$ cat src/rtl/rstpulse_pkg.sv
package rstpulse_pkg;

    localparam logic [7:0] KEY_POL_HIGH = 8'hA5;
    localparam logic [7:0] KEY_POL_LOW  = 8'h5A;
    localparam logic [7:0] KEY_DRV_PP   = 8'hA8;
    localparam logic [7:0] KEY_DRV_OD   = 8'h8A;

    localparam int POL_BIT = 31;
    localparam int DRV_BIT = 30;

    typedef struct packed {
        logic pol_high;
        logic push_pull;
    } pin_style_t;

    localparam pin_style_t STYLE_RESET = '{pol_high: 1'b0, push_pull: 1'b0};

    function automatic pin_style_t apply_key(input logic [7:0] key, input pin_style_t cur);
        pin_style_t nxt;
        nxt = cur;
        case (key)
            KEY_POL_HIGH: nxt.pol_high  = 1'b1;
            KEY_POL_LOW:  nxt.pol_high  = 1'b0;
            KEY_DRV_PP:   nxt.push_pull = 1'b1;
            KEY_DRV_OD:   nxt.push_pull = 1'b0;
            default:      nxt = cur;
        endcase
        return nxt;
    endfunction

    function automatic logic is_key(input logic [7:0] key);
        return (key == KEY_POL_HIGH) || (key == KEY_POL_LOW) ||
               (key == KEY_DRV_PP)   || (key == KEY_DRV_OD);
    endfunction

endpackage

$ cat src/rtl/rstpulse_cfg.sv
module rstpulse_cfg
    import rstpulse_pkg::*;
#(
    parameter int          DUR_W   = 20,
    parameter int          ADDR_W  = 8,
    parameter logic [7:0]  OFFSET  = 8'h18,
    parameter logic [7:0]  RST_DUR = 8'hFF
) (
    input  logic              clk,
    input  logic              rst,
    input  logic              wr,
    input  logic [ADDR_W-1:0] addr,
    input  logic [31:0]       wdata,
    output logic [31:0]       rdata,
    output pin_style_t        style,
    output logic [DUR_W-1:0]  dur
);
    localparam int PAD_W = 30 - DUR_W;

    logic hit;
    assign hit = (addr == ADDR_W'(OFFSET));

    always_ff @(posedge clk) begin
        if (rst) begin
            style <= STYLE_RESET;
            dur   <= DUR_W'(RST_DUR);
        end else if (wr && hit) begin
            style <= apply_key(wdata[31:24], style);
            dur   <= wdata[DUR_W-1:0];
        end
    end

    always_comb begin
        if (hit) rdata = {style.pol_high, style.push_pull, {PAD_W{1'b0}}, dur};
        else     rdata = '0;
    end
endmodule

$ cat src/rtl/rstpulse_timer.sv
module rstpulse_timer #(
    parameter int DUR_W = 20
) (
    input  logic             clk,
    input  logic             rst,
    input  logic             trig,
    input  logic             tick,
    input  logic [DUR_W-1:0] dur,
    output logic             active,
    output logic [DUR_W-1:0] remain
);
    always_ff @(posedge clk) begin
        if (rst) begin
            active <= 1'b0;
            remain <= '0;
        end else if (!active) begin
            if (trig) begin
                active <= 1'b1;
                remain <= dur;
            end
        end else if (tick) begin
            if (remain == '0) active <= 1'b0;
            else              remain <= remain - 1'b1;
        end
    end
endmodule

$ cat src/rtl/rstpulse_pad.sv
module rstpulse_pad
    import rstpulse_pkg::*;
(
    input  logic       active,
    input  pin_style_t style,
    output logic       pin_o,
    output logic       pin_oe
);
    logic level;
    assign level = active ? style.pol_high : ~style.pol_high;

    always_comb begin
        if (style.push_pull) begin
            pin_oe = 1'b1;
            pin_o  = level;
        end else begin
            pin_oe = active & ~style.pol_high;
            pin_o  = 1'b0;
        end
    end
endmodule

$ cat src/rtl/rstpulse_gen.sv
module rstpulse_gen
    import rstpulse_pkg::*;
#(
    parameter int         DUR_W   = 20,
    parameter int         ADDR_W  = 8,
    parameter logic [7:0] OFFSET  = 8'h18,
    parameter logic [7:0] RST_DUR = 8'hFF
) (
    input  logic              clk,
    input  logic              rst,
    input  logic              bus_wr,
    input  logic [ADDR_W-1:0] bus_addr,
    input  logic [31:0]       bus_wdata,
    output logic [31:0]       bus_rdata,
    input  logic              tick_1us,
    input  logic              trig,
    output logic              pin_o,
    output logic              pin_oe
);
    pin_style_t       style;
    logic [DUR_W-1:0] dur;
    logic             pulse_active;
    logic [DUR_W-1:0] pulse_remain;

    rstpulse_cfg #(
        .DUR_W(DUR_W), .ADDR_W(ADDR_W), .OFFSET(OFFSET), .RST_DUR(RST_DUR)
    ) u_cfg (
        .clk(clk), .rst(rst), .wr(bus_wr), .addr(bus_addr), .wdata(bus_wdata),
        .rdata(bus_rdata), .style(style), .dur(dur)
    );

    rstpulse_timer #(.DUR_W(DUR_W)) u_timer (
        .clk(clk), .rst(rst), .trig(trig), .tick(tick_1us), .dur(dur),
        .active(pulse_active), .remain(pulse_remain)
    );

    rstpulse_pad u_pad (
        .active(pulse_active), .style(style), .pin_o(pin_o), .pin_oe(pin_oe)
    );
endmodule

$ cat config.mk
export PLATFORM = sky130hd
export DESIGN_NAME = rstpulse_gen
export DESIGN_NICKNAME = d
export VERILOG_FILES = /design/src/rtl/rstpulse_pkg.sv /design/src/rtl/rstpulse_cfg.sv /design/src/rtl/rstpulse_timer.sv /design/src/rtl/rstpulse_pad.sv /design/src/rtl/rstpulse_gen.sv
export SDC_FILE = /design/constraint.sdc
export NUM_CORES = 1
export LEC_CHECK = 0
export BUFFER_PORTS_ARGS = -buffer_cell sky130_fd_sc_hd__buf_4
export CORE_ASPECT_RATIO = 0.6
export CORE_MARGIN = 10
export CORE_UTILIZATION = 46
export DETAILED_ROUTE_END_ITERATION = 16
export PLACE_DENSITY_LB_ADDON = 0.25
export SLEW_MARGIN = 20
export SYNTH_ARGS = -nofsm -noshare
export SYNTH_HDL_FRONTEND = slang
export SYNTH_HIERARCHICAL = 1
export SYNTH_SLANG_ARGS = --single-unit
$ cat constraint.sdc
create_clock -name clk -period 1.6 [get_ports clk]
set_input_delay 0.32 -clock clk [delete_from_list [all_inputs] [get_ports clk]]
set_output_delay 0.32 -clock clk [all_outputs]
set_load 0.01 [all_outputs]
# ---- Word level (Yosys, flattened, before mapping)
# Cells that the tools add are included.
dict set report classes {
  addsub 1
  multipliers 0
  div 0
  magnitude_cmp 0
  n_eq_ne 7
  shifts 0
  mux 14
  bitwise_logic 2
  reduce_logical 8
}
# cell n
set op_table {}
lappend op_table {{20-bit two-way mux} 4}
lappend op_table {{32-bit two-way mux} 1}
lappend op_table {{8-bit equality test, second input constant} 3}
lappend op_table {{20-bit logical NOT} 1}
lappend op_table {{20-bit by 1-bit subtractor with 20-bit output, second input constant} 1}
lappend op_table {{8-bit by 5-bit equality test with 1-bit output, second input constant} 1}
lappend op_table {{8-bit by 7-bit equality test with 1-bit output, second input constant} 1}
lappend op_table {{1-bit two-way mux} 7}
lappend op_table {{2-bit nonzero test} 3}
lappend op_table {{2-bit != test, second input constant} 2}
lappend op_table {{1-bit case mux with 2 select lines} 2}
lappend op_table {{2-bit AND reduction} 2}
lappend op_table {{3-bit AND reduction} 1}
lappend op_table {{1-bit AND} 1}
lappend op_table {{1-bit logical AND} 1}
lappend op_table {{1-bit inverter} 1}
dict set report word_totals {
  regBits 43
  latchBits 0
  ramBits 0
  romBits 0
  word_cells 37
  mem_count 0
}

# ---- Longest topological paths before layout
dict set report depth {
  word_depth 4
  ltp_mapped 7
  depth_no_buf 7
}

# ---- Cells and area by module
# The synthesis kept the hierarchy.
# mod instances cells_per_inst area_per_inst_um2 seq_area_each_um2
set modules_own_cells {}
lappend modules_own_cells {rstpulse_timer 1 182 1362.6 420.4}
lappend modules_own_cells {rstpulse_cfg 1 142 1133.6 440.4}
lappend modules_own_cells {rstpulse_pad 1 4 30.0 0.0}

# ---- Least setup slack after synthesis
# No wires, ideal clock.
dict set report synth_path {
  kind {reg2reg}
  startpoint {reg u_timer.remain[0]}
  endpoint {reg u_timer.remain[14]}
  arrival_time_ns 1.667
  t_required_ns 1.481
  slack_ns -0.185
  path_stages_with_launch 7
  cell_sequence {dfxtp_1 inv_1 ha_1 nor3b_1 and2_0 a41oi_1 o221a_2}
}
dict set report synth_between {
  elab_chain_cells 4
  word_cells_on_any_way 7
  cone_classes {add/sub: 1; eq/ne: 1; mux: 3; reduce/logical: 2}
}
# item line
set synth_lines {}
lappend synth_lines {{start, declared} rstpulse_timer.sv:10} ;# output logic [DUR_W-1:0] remain
lappend synth_lines {{start signal, assigned} rstpulse_timer.sv:19} ;# remain <= dur;
lappend synth_lines {{start signal, assigned} rstpulse_timer.sv:23} ;# else remain <= remain - 1'b1;
lappend synth_lines {{20-bit by 1-bit subtractor with 20-bit output} rstpulse_timer.sv:23}
lappend synth_lines {{20-bit two-way mux} rstpulse_timer.sv:22} ;# if (remain == '0) active <= 1'b0;
lappend synth_lines {{20-bit two-way mux} rstpulse_timer.sv:21} ;# end else if (tick) begin
lappend synth_lines {{20-bit two-way mux} rstpulse_timer.sv:16} ;# end else if (!active) begin
# Parallel ways exist; a longest one is shown, timed or not. The select of a mux whose other input is x is not followed.
# A chain may end at the register's enable or synchronous reset.

# ---- Final worst setup path
dict set report layout_path {
  startpoint {reg u_timer.remain[1]}
  endpoint {reg u_timer.remain[0]}
}
dict set report layout_between {
  elab_chain_cells 3
}
# item line
set layout_lines {}
lappend layout_lines {{20-bit logical NOT} rstpulse_timer.sv:22}
lappend layout_lines {{2-bit != test (no source line)} -}
lappend layout_lines {{3-bit AND reduction (no source line)} -}
# Every way passes these cells.

==> results.toml <==
[placement]
io_buffers = 64
dpl.cell_count = 482
place_congestion = 0.869
dp_hpwl_um = 6090

[synthesis]
async_flop_share = 0
synthTopCellsByArea = "dfxtp_1, a21oi_1, nand2_1, and2_1, nand3_1"
synth_top_cell_area_share = 0.341
synth-edff-count = 0
synthFlopType = "dfxtp_1"
ys_seq_area_frac = 0.341
yosysWarnings = 6
avgSynthCellArea_um2 = 7.70
ys_seq_elements = 43
synth_area_leader_cell = "dfxtp_1"
synth_cell_types = 54
syn_area_um2 = 2530
synthCells = 328

[worst_setup_path]
critPathTopFamily = "compound AO/OA/AOI/OAI gates"
path_buf_inv = 3
critPathMaxStageDelay_ps = 390
critical_path.max_fanout = 6
critPathCaptureType = "flop"
path_cells = "inv_4 -> ha_4 -> and3b_2 -> buf_4 -> a31oi_4 -> buf_6 -> o21ai_2 -> a221oi_2"
critical_path_arrival_ps = 1980
critPathKind = "reg2reg"
cp_slowest_cell = "dfxtp_4"
cp-start-kind = "flop"
cp.required_ps = 1800

[timing]
hold_violations = 0
fmax_ghz = 0.563
setup_violations = 42
setup-tns-final_ps = -4750
tightest_slew_ps = 516
fin_crit_ps = 1780
finalMaxSlewViolations = 0
fin_ws_ps = -176
fin_crit_sh = 1.11
slew_headroom = 0.656
clock_skew_ps = 12.9
rsz0062_at_grt = "true"
whs_ps = 257

[cells_and_area]
syn_to_final_growth_pct = 60.8
final_cells = 510
insertedDiodeCount = 0
final_core_util = 0.784
fin_nets = 491
layout-drive-gt1-share = 0.473

[global_routing]
gr-total-overflow = 0
antenna_found_initial = 0
grt_max_degree = 34
gr-usage-met2 = 0.306
use_met1 = 0.265
grt_pass1_wl_um = 14700
use_met3 = 0.0591
gr-usage-all-layers = 0.199
top_usage_layer = "met2"
grt_pass1_vias = 2843

[routing]
drc_errors = 0
drtPass1Iterations = 5
vias_per_cell = 5.96
drtIter0Drc = 275
dr_total_vias = 3042
wl_per_cell_um = 20.1
drt-total-wl_um = 10300
drtAntennaViolNets = 0

[pwr]
leakagePower_nw = 1.71
power_w = 0.00313
irDropWorstVdd_mv = 0.544
power.density_nw_per_um2 = 771

[run_status]
outcome = "finished, violations left"
violations = "setup timing"

[clocking]
cts_tree = "done"
cts-htree-levels = 2
clk_path_buf_depth = 2
clk_pin_slew_ps = 80
cts-root-buf = "clkbuf_8"
cts_buffers = 5
cts.sink_count = 43
clock_latency_ps = 300

[die]
dieHeight_um = 77.4
pin_count = 79
start_util = 0.488
die_area_um2 = 8950
rows = 20
core_area_um2 = 5180
die_w_um = 116

[job]
cap_violations = 0

[worst_hold_path]
hold_class = "in2reg"
repair_timing:
item                                    in CTS  in global routing
hold buffers                                 0                  0
setup buffers                                8                 12
gates cloned                                 2                  2
pin swaps                                   11                 19
resized for setup                           65                 46
endpoints found under the setup margin      44                 43
cell usage after synthesis, drive strengths merged, types with 6 or more instances:
master and instances:
nor3 7, and2 25, dfxtp 43, nor2 16
nand3b 8, nor4 7, o32ai 6, nand3 24
buf 17, a31oi 6, clkbuf 14, inv 8
nand2 45, a21oi 35, o21ai 14
stage by stage:
step	cell area (um2)	setup slack, ps
after floorplan	2590	5.68
after global placement	3340	-206
after detailed placement	3340	-204
after CTS	3750	-130
after global routing	4060	-207
final	4060	-176
tightest hold or removal path, cell delays in order:
cell and delay (ps):
buf_4 80, nand3_1 50, nand3b_1 70
state kept, by name (all words and copies together) (netlist names):
name	flops
u_cfg/dur	20
u_timer/remain	20
u_timer/active	1
u_cfg/style	2
metal layers:
metal | vias up | part of all wire
met5 | - | 0
met4 | 0 | 0.020
met3 | 17 | 0.11
met2 | 168 | 0.46
met1 | 1469 | 0.41
li1 | 1388 | -
where the power goes:
part	total (W)	leakage, nW	internal (W)	switching (W)
registers	0.00118	0.355	0.00112	0.0000602
logic	0.00118	1.30	0.000590	0.000588
clock network	0.000775	0.0515	0.000395	0.000380
total	0.00313	1.71	0.00210	0.00103
path summary, 6_finish.rpt:
check / from / end / slack [ps] / cells after the start
min: bus_wdata[3] / u_cfg/dur[3] / 260 / 3
min reg2reg: u_cfg/dur[9] / u_cfg/dur[9] / 480 / 2
max reg2reg: u_timer/remain[1] / u_timer/remain[0] / -180 / 8
max: u_timer/remain[1] / u_timer/remain[0] / -180 / 8
cell usage in the layout (no fill, tap or decap), drive strengths merged, types with 8 or more instances in the layout:
cell / n
clkbuf: 9
buf: 129
and2: 25
nand2: 45
o21ai: 14
dfxtp: 43
conb: 10
nand3b: 8
a21oi: 35
inv: 8
nand3: 24
nor2: 16
kinds of logic after synthesis:
family	count (synthesis)	share of synthesized area
and+or+nand+nor	159	0.347
muxes	1	0.00446
AOI/OAI and AO/OA	81	0.201
other	1	0.00148
DFF	43	0.341
adders and majority gates	3	0.0149
buffers and inverters	40	0.0911
area by class of cell:
type                       count  area (um2)
tap                           66        82.6
clock buffer                   8         100
fill                         371        1120
multi-input combinational    254        1810
timing repair buffer         131        1150
sequential                    43         885
inverter                       8        32.5
Note: power is estimated with default switching activity, not from simulation.
